**config.mk**
```make
export PLATFORM = sky130hd
export DESIGN_NAME = pkt_page_mgr
export DESIGN_NICKNAME = d
export VERILOG_FILES = /design/src/rtl/pgm_pkg.sv /design/src/rtl/page_queue.sv /design/src/rtl/page_pool.sv /design/src/rtl/pkt_page_mgr.sv
export SDC_FILE = /design/constraint.sdc
export NUM_CORES = 1
export LEC_CHECK = 0
export ABC_AREA = 1
export BUFFER_PORTS_ARGS = -buffer_cell sky130_fd_sc_hd__buf_2
export CAP_MARGIN = 20
export CORE_ASPECT_RATIO = 1.1
export CORE_MARGIN = 3
export CORE_UTILIZATION = 40
export DETAILED_ROUTE_END_ITERATION = 8
export GPL_TIMING_DRIVEN = 0
export HOLD_SLACK_MARGIN = 0.12
export REMOVE_ABC_BUFFERS = 1
export SLEW_MARGIN = 10
export SYNTH_ARGS = -nofsm -noshare
export SYNTH_HDL_FRONTEND = slang
export SYNTH_SLANG_ARGS = --single-unit
```
**constraint.sdc**
```tcl
create_clock -name clk -period 2.65 [get_ports clk]
set_input_delay 0 -clock clk [delete_from_list [all_inputs] [get_ports clk]]
set_output_delay 0 -clock clk [all_outputs]
set_load 0.02 [all_outputs]
```
**src/rtl/pgm_pkg.sv**
```systemverilog
package pgm_pkg;

  typedef enum logic [2:0] {
    CMD_NOP     = 3'd0,
    CMD_ALLOC   = 3'd1,
    CMD_RESET   = 3'd2,
    CMD_RX_DROP = 3'd3,
    CMD_RX_FREE = 3'd4,
    CMD_RELEASE = 3'd5,
    CMD_TX_ADD  = 3'd6,
    CMD_TX_CLR  = 3'd7
  } mmu_cmd_e;

  typedef enum logic [1:0] {
    SEL_CMD  = 2'd0,
    SEL_PAGE = 2'd1,
    SEL_ACK  = 2'd2,
    SEL_MASK = 2'd3
  } reg_sel_e;

  localparam int FLG_RX    = 0;
  localparam int FLG_TXD   = 1;
  localparam int FLG_TXE   = 2;
  localparam int FLG_ALLOC = 3;

  localparam logic [7:0] ACK_CLEARABLE = 8'hD6;
  localparam logic [7:0] NO_PAGE       = 8'h80;

endpackage

```
**src/rtl/page_queue.sv**
```systemverilog
module page_queue #(
  parameter int DEPTH = 4,
  parameter int W     = 2,
  localparam int CW   = $clog2(DEPTH + 1)
) (
  input  logic          clk,
  input  logic          rst,
  input  logic          clr,
  input  logic          push,
  input  logic [W-1:0]  din,
  input  logic          pop,
  output logic [W-1:0]  head,
  output logic          empty,
  output logic [CW-1:0] count_nxt
);

  logic [W-1:0]  slot_q [DEPTH];
  logic [W-1:0]  slot_d [DEPTH];
  logic [CW-1:0] cnt_q;
  logic          do_pop, do_push;
  logic [CW-1:0] wr_idx;

  always_comb begin
    do_pop  = pop && (cnt_q != '0);
    do_push = push && ((cnt_q != CW'(DEPTH)) || do_pop);
    wr_idx  = cnt_q - CW'(do_pop);
    if (clr)
      count_nxt = '0;
    else
      count_nxt = cnt_q - CW'(do_pop) + CW'(do_push);
  end

  always_comb begin
    for (int i = 0; i < DEPTH; i++) slot_d[i] = slot_q[i];
    if (do_pop)
      for (int i = 0; i < DEPTH - 1; i++) slot_d[i] = slot_q[i+1];
    for (int i = 0; i < DEPTH; i++)
      if (do_push && (CW'(i) == wr_idx)) slot_d[i] = din;
  end

  always_ff @(posedge clk) begin
    for (int i = 0; i < DEPTH; i++) slot_q[i] <= slot_d[i];
  end

  always_ff @(posedge clk) begin
    if (rst) cnt_q <= '0;
    else     cnt_q <= count_nxt;
  end

  assign head  = slot_q[0];
  assign empty = (cnt_q == '0);

endmodule

```
**src/rtl/page_pool.sv**
```systemverilog
module page_pool #(
  parameter int NPAGES = 4,
  localparam int PW    = $clog2(NPAGES),
  localparam int CW    = $clog2(NPAGES + 1)
) (
  input  logic          clk,
  input  logic          rst,
  input  logic          clr,
  input  logic          rel_a,
  input  logic [PW-1:0] rel_a_idx,
  input  logic          rel_b,
  input  logic [PW-1:0] rel_b_idx,
  input  logic          rx_req,
  input  logic          host_req,
  output logic          rx_grant,
  output logic [PW-1:0] rx_page,
  output logic          host_grant,
  output logic [PW-1:0] host_page,
  output logic [CW-1:0] free_cnt,
  output logic          all_used
);

  logic [NPAGES-1:0] used_q, used_d;
  logic [NPAGES-1:0] after_rel, after_rx, after_host;
  logic [CW-1:0]     free_d;

  function automatic logic [PW-1:0] lowest_clear(input logic [NPAGES-1:0] m);
    logic [PW-1:0] r;
    r = '0;
    for (int i = NPAGES - 1; i >= 0; i--)
      if (!m[i]) r = PW'(i);
    return r;
  endfunction

  function automatic logic [CW-1:0] count_clear(input logic [NPAGES-1:0] m);
    logic [CW-1:0] c;
    c = '0;
    for (int i = 0; i < NPAGES; i++)
      if (!m[i]) c = c + 1'b1;
    return c;
  endfunction

  always_comb begin
    after_rel = used_q;
    if (rel_a) after_rel[rel_a_idx] = 1'b0;
    if (rel_b) after_rel[rel_b_idx] = 1'b0;

    rx_page  = lowest_clear(after_rel);
    rx_grant = rx_req && !(&after_rel);
    after_rx = after_rel;
    if (rx_grant) after_rx[rx_page] = 1'b1;

    host_page  = lowest_clear(after_rx);
    host_grant = host_req && !(&after_rx);
    after_host = after_rx;
    if (host_grant) after_host[host_page] = 1'b1;

    used_d = clr ? '0 : after_host;
    free_d = count_clear(used_d);
  end

  always_ff @(posedge clk) begin
    if (rst) begin
      used_q   <= '0;
      free_cnt <= CW'(NPAGES);
    end else begin
      used_q   <= used_d;
      free_cnt <= free_d;
    end
  end

  assign all_used = &used_q;

endmodule

```
**src/rtl/pkt_page_mgr.sv**
```systemverilog
module pkt_page_mgr
  import pgm_pkg::*;
#(
  parameter int NPAGES = 4
) (
  input  logic                         clk,
  input  logic                         rst,
  input  logic                         reg_wr,
  input  logic [1:0]                   reg_addr,
  input  logic [7:0]                   reg_wdata,
  input  logic                         rx_push,
  input  logic                         tx_send,
  input  logic                         tx_auto_release,
  output logic [7:0]                   alloc_result,
  output logic [$clog2(NPAGES+1)-1:0]  free_pages,
  output logic                         rx_ready,
  output logic [7:0]                   tx_head,
  output logic [7:0]                   tx_done_head,
  output logic [7:0]                   rx_head,
  output logic [7:0]                   irq_status,
  output logic [7:0]                   irq_mask,
  output logic                         irq
);

  localparam int PW = $clog2(NPAGES);
  localparam int CW = $clog2(NPAGES + 1);

  // register decode
  logic     wr_cmd, wr_page, wr_ack, wr_mask;
  mmu_cmd_e cmd;
  logic     c_alloc, c_reset, c_rx_drop, c_rx_free, c_release, c_tx_add, c_tx_clr;

  assign wr_cmd  = reg_wr && (reg_addr == SEL_CMD);
  assign wr_page = reg_wr && (reg_addr == SEL_PAGE);
  assign wr_ack  = reg_wr && (reg_addr == SEL_ACK);
  assign wr_mask = reg_wr && (reg_addr == SEL_MASK);
  assign cmd     = mmu_cmd_e'(reg_wdata[7:5]);

  assign c_alloc   = wr_cmd && (cmd == CMD_ALLOC);
  assign c_reset   = wr_cmd && (cmd == CMD_RESET);
  assign c_rx_drop = wr_cmd && (cmd == CMD_RX_DROP);
  assign c_rx_free = wr_cmd && (cmd == CMD_RX_FREE);
  assign c_release = wr_cmd && (cmd == CMD_RELEASE);
  assign c_tx_add  = wr_cmd && (cmd == CMD_TX_ADD);
  assign c_tx_clr  = wr_cmd && (cmd == CMD_TX_CLR);

  // architectural registers
  logic [7:0] page_sel_q;
  logic [7:0] mask_q;
  logic [7:0] status_q, status_d;
  logic [7:0] result_q;
  logic       pend_q, pend_d;
  logic       irq_q;

  logic          page_ok;
  logic [PW-1:0] page_idx;
  assign page_ok  = (page_sel_q < 8'(NPAGES));
  assign page_idx = page_sel_q[PW-1:0];

  // queue wiring
  logic [PW-1:0] txq_head, rxq_head, dnq_head;
  logic          txq_empty, rxq_empty, dnq_empty;
  logic [CW-1:0] txq_cnt_nxt, rxq_cnt_nxt, dnq_cnt_nxt;
  logic          tx_go, rxq_pop, dnq_pop;

  // pool wiring
  logic          rel_a, rel_b;
  logic [PW-1:0] rel_b_idx;
  logic          host_req;
  logic          rx_grant, host_grant, all_used;
  logic [PW-1:0] rx_page, host_page;

  assign tx_go   = tx_send && !txq_empty;
  assign rel_a   = tx_go && tx_auto_release;
  assign rxq_pop = c_rx_drop || c_rx_free;
  assign dnq_pop = wr_ack && reg_wdata[FLG_TXD];

  always_comb begin
    rel_b     = 1'b0;
    rel_b_idx = page_idx;
    if (c_release && page_ok) begin
      rel_b = 1'b1;
    end else if (c_rx_free && !rxq_empty) begin
      rel_b     = 1'b1;
      rel_b_idx = rxq_head;
    end
  end

  assign host_req = c_alloc || (pend_q && (rel_a || rel_b));

  page_pool #(.NPAGES(NPAGES)) u_pool (
    .clk        (clk),
    .rst        (rst),
    .clr        (c_reset),
    .rel_a      (rel_a),
    .rel_a_idx  (txq_head),
    .rel_b      (rel_b),
    .rel_b_idx  (rel_b_idx),
    .rx_req     (rx_push),
    .host_req   (host_req),
    .rx_grant   (rx_grant),
    .rx_page    (rx_page),
    .host_grant (host_grant),
    .host_page  (host_page),
    .free_cnt   (free_pages),
    .all_used   (all_used)
  );

  page_queue #(.DEPTH(NPAGES), .W(PW)) u_txq (
    .clk       (clk),
    .rst       (rst),
    .clr       (c_reset || c_tx_clr),
    .push      (c_tx_add && page_ok),
    .din       (page_idx),
    .pop       (tx_send),
    .head      (txq_head),
    .empty     (txq_empty),
    .count_nxt (txq_cnt_nxt)
  );

  page_queue #(.DEPTH(NPAGES), .W(PW)) u_rxq (
    .clk       (clk),
    .rst       (rst),
    .clr       (c_reset),
    .push      (rx_grant),
    .din       (rx_page),
    .pop       (rxq_pop),
    .head      (rxq_head),
    .empty     (rxq_empty),
    .count_nxt (rxq_cnt_nxt)
  );

  page_queue #(.DEPTH(NPAGES), .W(PW)) u_dnq (
    .clk       (clk),
    .rst       (rst),
    .clr       (c_reset || c_tx_clr),
    .push      (tx_go && !tx_auto_release),
    .din       (txq_head),
    .pop       (dnq_pop),
    .head      (dnq_head),
    .empty     (dnq_empty),
    .count_nxt (dnq_cnt_nxt)
  );

  // status flag update
  always_comb begin
    status_d = status_q;
    if (wr_ack)     status_d = status_d & ~(reg_wdata & ACK_CLEARABLE);
    if (c_alloc)    status_d[FLG_ALLOC] = 1'b0;
    if (host_grant) status_d[FLG_ALLOC] = 1'b1;
    if (rxq_pop || rx_grant) status_d[FLG_RX] = (rxq_cnt_nxt != '0);
    if (txq_cnt_nxt == '0)   status_d[FLG_TXE] = 1'b1;
    if (dnq_cnt_nxt != '0)   status_d[FLG_TXD] = 1'b1;
    status_d[7:4] = 4'b0;
  end

  always_comb begin
    pend_d = pend_q;
    if (c_reset)       pend_d = 1'b0;
    else if (host_req) pend_d = !host_grant;
  end

  always_ff @(posedge clk) begin
    if (rst) begin
      page_sel_q <= '0;
      mask_q     <= '0;
      status_q   <= 8'h00 | (8'h01 << FLG_TXE);
      result_q   <= NO_PAGE;
      pend_q     <= 1'b0;
      irq_q      <= 1'b0;
    end else begin
      if (wr_page) page_sel_q <= reg_wdata;
      if (wr_mask) mask_q     <= reg_wdata;
      if (host_req) result_q  <= host_grant ? 8'(host_page) : NO_PAGE;
      status_q <= status_d;
      pend_q   <= pend_d;
      irq_q    <= |(status_d & (wr_mask ? reg_wdata : mask_q));
    end
  end

  assign alloc_result = result_q;
  assign irq_status   = status_q;
  assign irq_mask     = mask_q;
  assign irq          = irq_q;
  assign rx_ready     = !all_used;
  assign tx_head      = txq_empty ? NO_PAGE : 8'(txq_head);
  assign rx_head      = rxq_empty ? NO_PAGE : 8'(rxq_head);
  assign tx_done_head = dnq_empty ? NO_PAGE : 8'(dnq_head);

endmodule

```
# Word-level counts from Yosys, hierarchy flattened
# Memories as Yosys holds them, arrays and structs flattened.
# Index checks and enable logic that the tools add are counted.
# op_classes
n_eq_ne,22
bitwise,9
magnitude_cmp,9
n_addsub,9
muxes,58
n_reduce_logical,76
# op_table
op,n
$mux 2,22
$logic_and 1x1->1,43
$mux 8,5
$mux 4,6
$logic_not 3->1,7
$eq 2x3->1 const A,6
$mux 3,6
$mux 6,3
$reduce_bool 3->1,5
$and 4x4->4,3
$eq 3x3->1 const B,4
$lt 2x3->1 const B,4
$mux 1,12
$reduce_and 4->1,3
$add 3x1->3,3
$eq 1x3->1 const A,3
$ne 3x3->1 const B,3
$sub 3x1->3,3
$and 4x8->8,1
$demux 1 s2,4
$ge 2x1->1 const B,4
$logic_or 1x1->1,8
$lt 8x3->1 const B,1
$not 4->4,2
other kinds (12),22
# word_totals
input_bits,16
regBits,46
mem_count,3
wordCells,197
mem_bits_rw,24
out_inout_bits,53
# mem_list
memory,depth,word_bits,rd,rd_clocked_by_memory_dff,wr,line_no,rtl
u_dnq.slot_q,4,2,4,0,4,page_queue.sv:17,logic [W-1:0] slot_q [DEPTH];
u_rxq.slot_q,4,2,4,0,4,page_queue.sv:17,
u_txq.slot_q,4,2,4,0,4,page_queue.sv:17,

# Logic depth before layout (Yosys ltp)
# depth
word_depth,41
ltp_mapped,24
ltp_nobuf,24

# Cells and area by module
# Synthesis repeated with hierarchy kept, for this count alone.
# unflattened
hier_cells,561
hier_area_um2,4071.4
# modules_own_cells
module,n_inst,seq_area_each_um2,area_each_um2,cells_per_inst
page_queue,3,300.3,629.4,80
pkt_page_mgr,1,500.5,1512.7,218
page_pool,1,140.1,670.6,103

# Worst setup path before layout
# No wires, ideal clock.
# synth_timing
kind,reg2reg
startpoint,register page_sel_q[2]
endpoint,register u_pool.free_cnt[1]
stages_incl_launch_ff,23
setup_slack_ns,0.032
path_buffers,0
t_required_ns,2.538
t_arrival_ns,2.506
setup_time_ns,0.112
synth_period_minus_slack_ns,2.618
cell_sequence,dfxtp_1 or2_1 nor2_2 nand3_1 nand2_2 nand2_2 o21bai_2 nor2_1 nand2_1 nand2_2 nand2_1 nand2_1 nand2_1 nand2_1 ha_1 nand3b_1 nand2_1 inv_1 ha_1 inv_1 nand2_1 nand2_1 nor2_1
# synth_via
elab_chain_len,38
elab_cells_between_ends,51
classes_between,3 x add/sub; 7 x order compare; 24 x mux; 4 x bitwise; 13 x reduce/logical
# synth_rtl
item,line_no,rtl
"start, declared",pkt_page_mgr.sv:48,logic [7:0] page_sel_q;
"start signal, assigned",pkt_page_mgr.sv:172,if (wr_page) page_sel_q <= reg_wdata;
$lt 8x3->1 (*),pkt_page_mgr.sv:57,assign page_ok = (page_sel_q < 8'(NPAGES));
$logic_and 1x1->1 (*),pkt_page_mgr.sv:81,if (c_release && page_ok) begin
$mux 2,pkt_page_mgr.sv:81,
$lt 2x3->1 (not written as such) or $ge 2x1->1 (tied branches),page_pool.sv:46,if (rel_b) after_rel[rel_b_idx] = 1'b0;
$logic_and 1x1->1 (not written as such),page_pool.sv:46,
$mux 1 (not written as such),page_pool.sv:46,
$demux 1 s2,--,
$not 4->4 (no line),--,
[... 22 more ...],--,
$mux 4 (*),page_pool.sv:58,used_d = clr ? '0 : after_host;
$mux 1,page_pool.sv:39,if (!m[i]) c = c + 1'b1;
$add 1x1->2,page_pool.sv:39,
$mux 3,page_pool.sv:39,
$add 3x1->3,page_pool.sv:39,
$mux 3,page_pool.sv:39,
$add 3x1->3,page_pool.sv:39,
$mux 3 (*),page_pool.sv:39,
"end signal, assigned",page_pool.sv:65,free_cnt <= CW'(NPAGES);
"end signal, assigned",page_pool.sv:68,free_cnt <= free_d;
"end, declared",page_pool.sv:19,"output logic [CW-1:0] free_cnt,"
# Mark *: on every way between the ends. The rest lies on a longest branch, timed or not.
# A chain may end at the register's enable or synchronous reset.

# Final worst setup path
# layout_timing
startpoint,register u_txq.cnt_q[1]
endpoint,register irq_q (netlist: irq)
# layout_via
elab_chain_len,23
elab_cells_between_ends,52
classes_between,4 x add/sub; 2 x order compare; 1 x eq/ne; 16 x mux; 3 x bitwise; 26 x reduce/logical
# layout_rtl
item,line_no,rtl
"start, declared",page_queue.sv:19,logic [CW-1:0] cnt_q;
"start signal, assigned",page_queue.sv:47,else cnt_q <= count_nxt;
$logic_not 3->1,page_queue.sv:51,assign empty = (cnt_q == '0);
$logic_not 1->1,pkt_page_mgr.sv:73,assign tx_go = tx_send && !txq_empty;
$logic_and 1x1->1,pkt_page_mgr.sv:73,
$logic_and 1x1->1,pkt_page_mgr.sv:74,assign rel_a = tx_go && tx_auto_release;
$mux 4,page_pool.sv:45,if (rel_a) after_rel[rel_a_idx] = 1'b0;
$and 4x4->4 (no line),--,
$mux 4,page_pool.sv:46,
$mux 2 (4 in a row),page_pool.sv:31,if (!m[i]) r = PW'(i);
[... 4 more ...],--,
$or 4x4->4 (no line),--,
$mux 4,page_pool.sv:51,if (rx_grant) after_rx[rx_page] = 1'b1;
$reduce_and 4->1,page_pool.sv:54,host_grant = host_req && !(&after_rx);
$logic_not 1->1,page_pool.sv:54,
$logic_and 1x1->1,page_pool.sv:54,
$mux 1,pkt_page_mgr.sv:150,if (host_grant) status_d[FLG_ALLOC] = 1'b1;
$and 4x8->8 (*),pkt_page_mgr.sv:177,irq_q <= |(status_d & (wr_mask ? reg_wdata : mask_q));
$reduce_or 8->1 (*),pkt_page_mgr.sv:177,
"end signal, assigned",pkt_page_mgr.sv:177,
"end, declared",pkt_page_mgr.sv:53,logic irq_q;
# Marked as above.

==> qor.json <==
{
  "setup_path": {
    "worst_path_max_delay_cell": "dfxtp_2",
    "worstReg2RegStart": "u_txq.cnt_q[1]",
    "critPathCapture": "irq",
    "critPathRequiredTime_ns": 2.87,
    "cp-end-kind": "flip-flop",
    "cp_cell_sequence": "nor2_4 > buf_4 > buf_4 > buf_4 > buf_4 > buf_4 > buf_4 > buf_4 > buf_4 > nand3_1 > and3_4 > ha_4 > ha_4 > xnor2_2 > o31ai_1 > a21oi_1 > nor2_1 > nor3_1 > a21oi_1",
    "cp-startpoint": "u_txq.cnt_q[1]",
    "crit_fanout": 2,
    "worst_r2r_endpoint": "irq",
    "setup.reg_to_reg.worst_slack_ns": -0.12,
    "worst-setup-path-type": "reg -> reg",
    "critical_path.max_stage_delay_ns": 0.36,
    "cp_common_cell": "buf_4",
    "arrival_ns": 2.99,
    "timing.critical_path.from_type": "flip-flop",
    "reg2regPathDepth": 19
  },
  "synth": {
    "syn_avg_cell_area_um2": 7.954,
    "post-synth-top-count-cell": "nand2_1",
    "synth_area_leaders": "dfxtp_1, edfxtp_1, nand2_1, inv_1, buf_4",
    "synth.top_cell.area_share": 0.2205,
    "yosysWarningCount": 0,
    "ys_ff_latch": 65,
    "ys_seq_area_frac": 0.4141,
    "distinct_cell_type_count_after_synthesis": 39,
    "postSynth.asyncResetShare": 0,
    "top_cell_types_by_occurrence_after_synthesis": "nand2_1, inv_1, nor2_1, dfxtp_1, o21ai_0",
    "synth_cells": 468,
    "ys_dominant_reg_cell": "dfxtp_1",
    "mappedNetlistArea_mm2": 0.003722,
    "synth-edff-count": 24,
    "cell_accounting_for_the_most_synthesized_area": "dfxtp_1"
  },
  "run_status": {
    "failed_checks": "setup timing",
    "result_of_the_run": "finished, violations left"
  },
  "min_path": {
    "timing.hold.worst.class": "in -> reg",
    "worstHoldStart": "reg_wr"
  },
  "routing": {
    "dr_total_vias": 3219,
    "remaining_drc_errors": 0,
    "drtPass1Iterations": 4,
    "routed_wire_length_per_instance_um": 12.91,
    "detail_route.vias_per_cell": 4.720,
    "drt.antenna.violating_nets": 0,
    "route.final.wire_length_um": 8803,
    "initialDrtViolationCount": 136
  },
  "timing": {
    "report.final.setup_viol": 2,
    "fin_crit_ns": 2.766,
    "hold_violations": 0,
    "post-route-worst-setup-slack_ns": -0.1164,
    "report.final.slew_viol_count": 0,
    "max_freq_mhz": 361.5,
    "fin_worst_skew_ns": 0.01269,
    "max-slew-margin-rel": 0.5831,
    "setup-tns-final_ns": -0.1490,
    "setup_repair_after_global_routing_missed_its_margin": "true",
    "timing.final.crit_share": 1.044,
    "worst-slew-pin-transition_ns": 0.6201
  },
  "placed_design": {
    "placement.cell_area_mm2": 0.003946,
    "gp_congestion": 0.8742,
    "port-buffer-count": 44,
    "place_ws_ns": -0.4873,
    "detailed_place_hpwl_um": 6096
  },
  "global_route": {
    "grt_usage": 0.1699,
    "grt_start_max_net_pins": 18,
    "gr-total-overflow": 0,
    "grt_pass1_wl_um": 14130,
    "grt_antenna_before_repair": 0,
    "first_global_vias": 3158
  },
  "clock_tree": {
    "cts-root-to-sink-buffers": 2,
    "clock_sink_count": 65,
    "tritoncts.num_buffers": 9,
    "clock_tree.htree_level_count": 3,
    "root_buffer": "clkbuf_8",
    "tritoncts": "yes",
    "clkLatencyLatePin_ns": 0.35,
    "clock_edge_transition_at_the_registers_on_the_reported_setup_and_hold_paths_ns": 0.07
  },
  "power_and_ir_drop": {
    "peak_supply_drop_mv": 0.2663,
    "leakage_nw": 2.246,
    "powerDensity_mw_per_mm2": 685.3
  },
  "floorplan": {
    "core_area_mm2": 0.008964,
    "num_io_pins": 69,
    "die_area_mm2": 0.01050,
    "height_of_the_chip_um": 107.2,
    "floorplan.rows": 36,
    "start_util": 0.4153,
    "die-width_um": 97.98
  },
  "final_layout": {
    "antenna_cells_inserted": 0,
    "post_layout_net_count": 593,
    "stdcell_area_mm2": 0.004757,
    "drive_above_1_share": 0.2870,
    "area_growth_syn_to_layout_pct": 27.80
  },
  "job": {
    "max-cap-violations": 0
  }
}
==> logic make-up (layout without fill, tap and decap cells) <==
| logic type | Yosys count | after routing | synth area share |
|---|---|---|---|
| fa+ha+maj | 15 | 15 | 0.05008 |
| simple gates | 214 | 214 | 0.2840 |
| mux | 5 | 5 | 0.01412 |
| compound gates | 58 | 58 | 0.08840 |
| xor+xnor | 6 | 6 | 0.01412 |
| buf+inv | 104 | 181 | 0.1341 |
| flops | 65 | 65 | 0.4141 |
| other cells | 1 | 24 | 0.001007 |
==> how the worst min path moves through the flow <==
| stage | to | slack, ns | depth (start not counted) |
|---|---|---|---|
| 2_1_floorplan | alloc_result[0] | 0.07 | 1 |
| 3_3_place_gp | page_sel_q[4] | 0.25 | 3 |
| 3_5_place_dp | page_sel_q[4] | 0.25 | 3 |
| 4_1_cts | irq_status[2] | 0.14 | 6 |
| 5_1_grt | irq_status[2] | 0.18 | 6 |
| 6_report | page_sel_q[5] | 0.14 | 4 |
==> worst max-delay path: cells and delay by family (launching register included) <==
kind                       cells  cell delay, ns
DFF                            1            0.36
buffers and inverters          8            0.96
xor gates and xnor gates       1            0.12
and+or+nand+nor                5            0.61
adders and majority gates      2            0.27
AOI/OAI and AO/OA              3            0.33
==> report_power, final <==
group | internal, mW | total (mW) | switching [mW]
sequential | 1.17 | 1.24 | 0.0642
clock | 0.329 | 0.704 | 0.375
combinational | 0.559 | 1.32 | 0.763
total | 2.06 | 3.26 | 1.20
==> final cells by class <==
| cell class | instances | area (µm²) |
|---|---|---|
| fillers | 847 | 4207 |
| multi-input cells | 322 | 1983 |
| flip-flops and latches | 65 | 1554 |
| repair buffers | 92 | 645.6 |
| inverters | 73 | 276.5 |
| well taps | 114 | 142.6 |
| clock buffers | 11 | 131.4 |
| clock inverters | 5 | 23.77 |
==> metrics by stage <==
step / utilization / instances / hold WS, ns / total power [mW]
2_1_floorplan: - / 460 / 0.06907 / 1.937
3_3_place_gp: 0.4403 / 618 / 0.2464 / 2.169
3_5_place_dp: 0.4403 / 618 / 0.2524 / 2.192
4_1_cts: 0.5193 / 681 / 0.1388 / 3.211
5_1_grt: 0.5307 / 682 / 0.1804 / 3.468
6_report: 0.5307 / 682 / 0.1411 / 3.260
==> cell usage in the layout (no fill, tap or decap), types with 6 or more instances in the layout <==
cell type / count
nand2_1: 77
inv_1: 61
nor2_1: 47
buf_2: 44
dfxtp_1: 33
o21ai_0: 31
dlygate4sd3_1: 26
conb_1: 24
edfxtp_1: 24
buf_4: 22
nand3_1: 21
a21oi_1: 19
nand2_2: 14
inv_2: 11
nand2_4: 9
ha_1: 9
clkbuf_8: 9
nand3_2: 8
nand4_1: 8
dfxtp_2: 7
nor3_1: 6
==> what timing repair did <==
action,4_1_cts,5_1_grt
endpoints found under the hold margin,31,0
gates resized for setup,34,24
pin swaps,20,8
endpoints found under the setup margin,6,16
cloned,0,0
hold buffers,27,0
buffers inserted,20,3
==> state kept, by name, indices dropped and copies added, names as in the netlist <==
signal and cells:
irq_mask 8, page_sel_q 8, u_dnq.slot_q 8, u_rxq.slot_q 8, u_txq.slot_q 8, irq_status 4
u_pool.used_q 4, alloc_result 3, u_dnq.cnt_q 3, u_pool.free_cnt 3, u_rxq.cnt_q 3, u_txq.cnt_q 3
irq 1, pend_q 1
==> layer usage <==
layer  global-route usage  wire length (µm)  vias up
met5                    0                 0        -
met4              0.09100               297        0
met3              0.03774               399       18
met2               0.3011              4419       76
met1               0.1887              3686     1473
li1                     -                 -     1652
No activity file was read; power rests on OpenSTA's default activity.
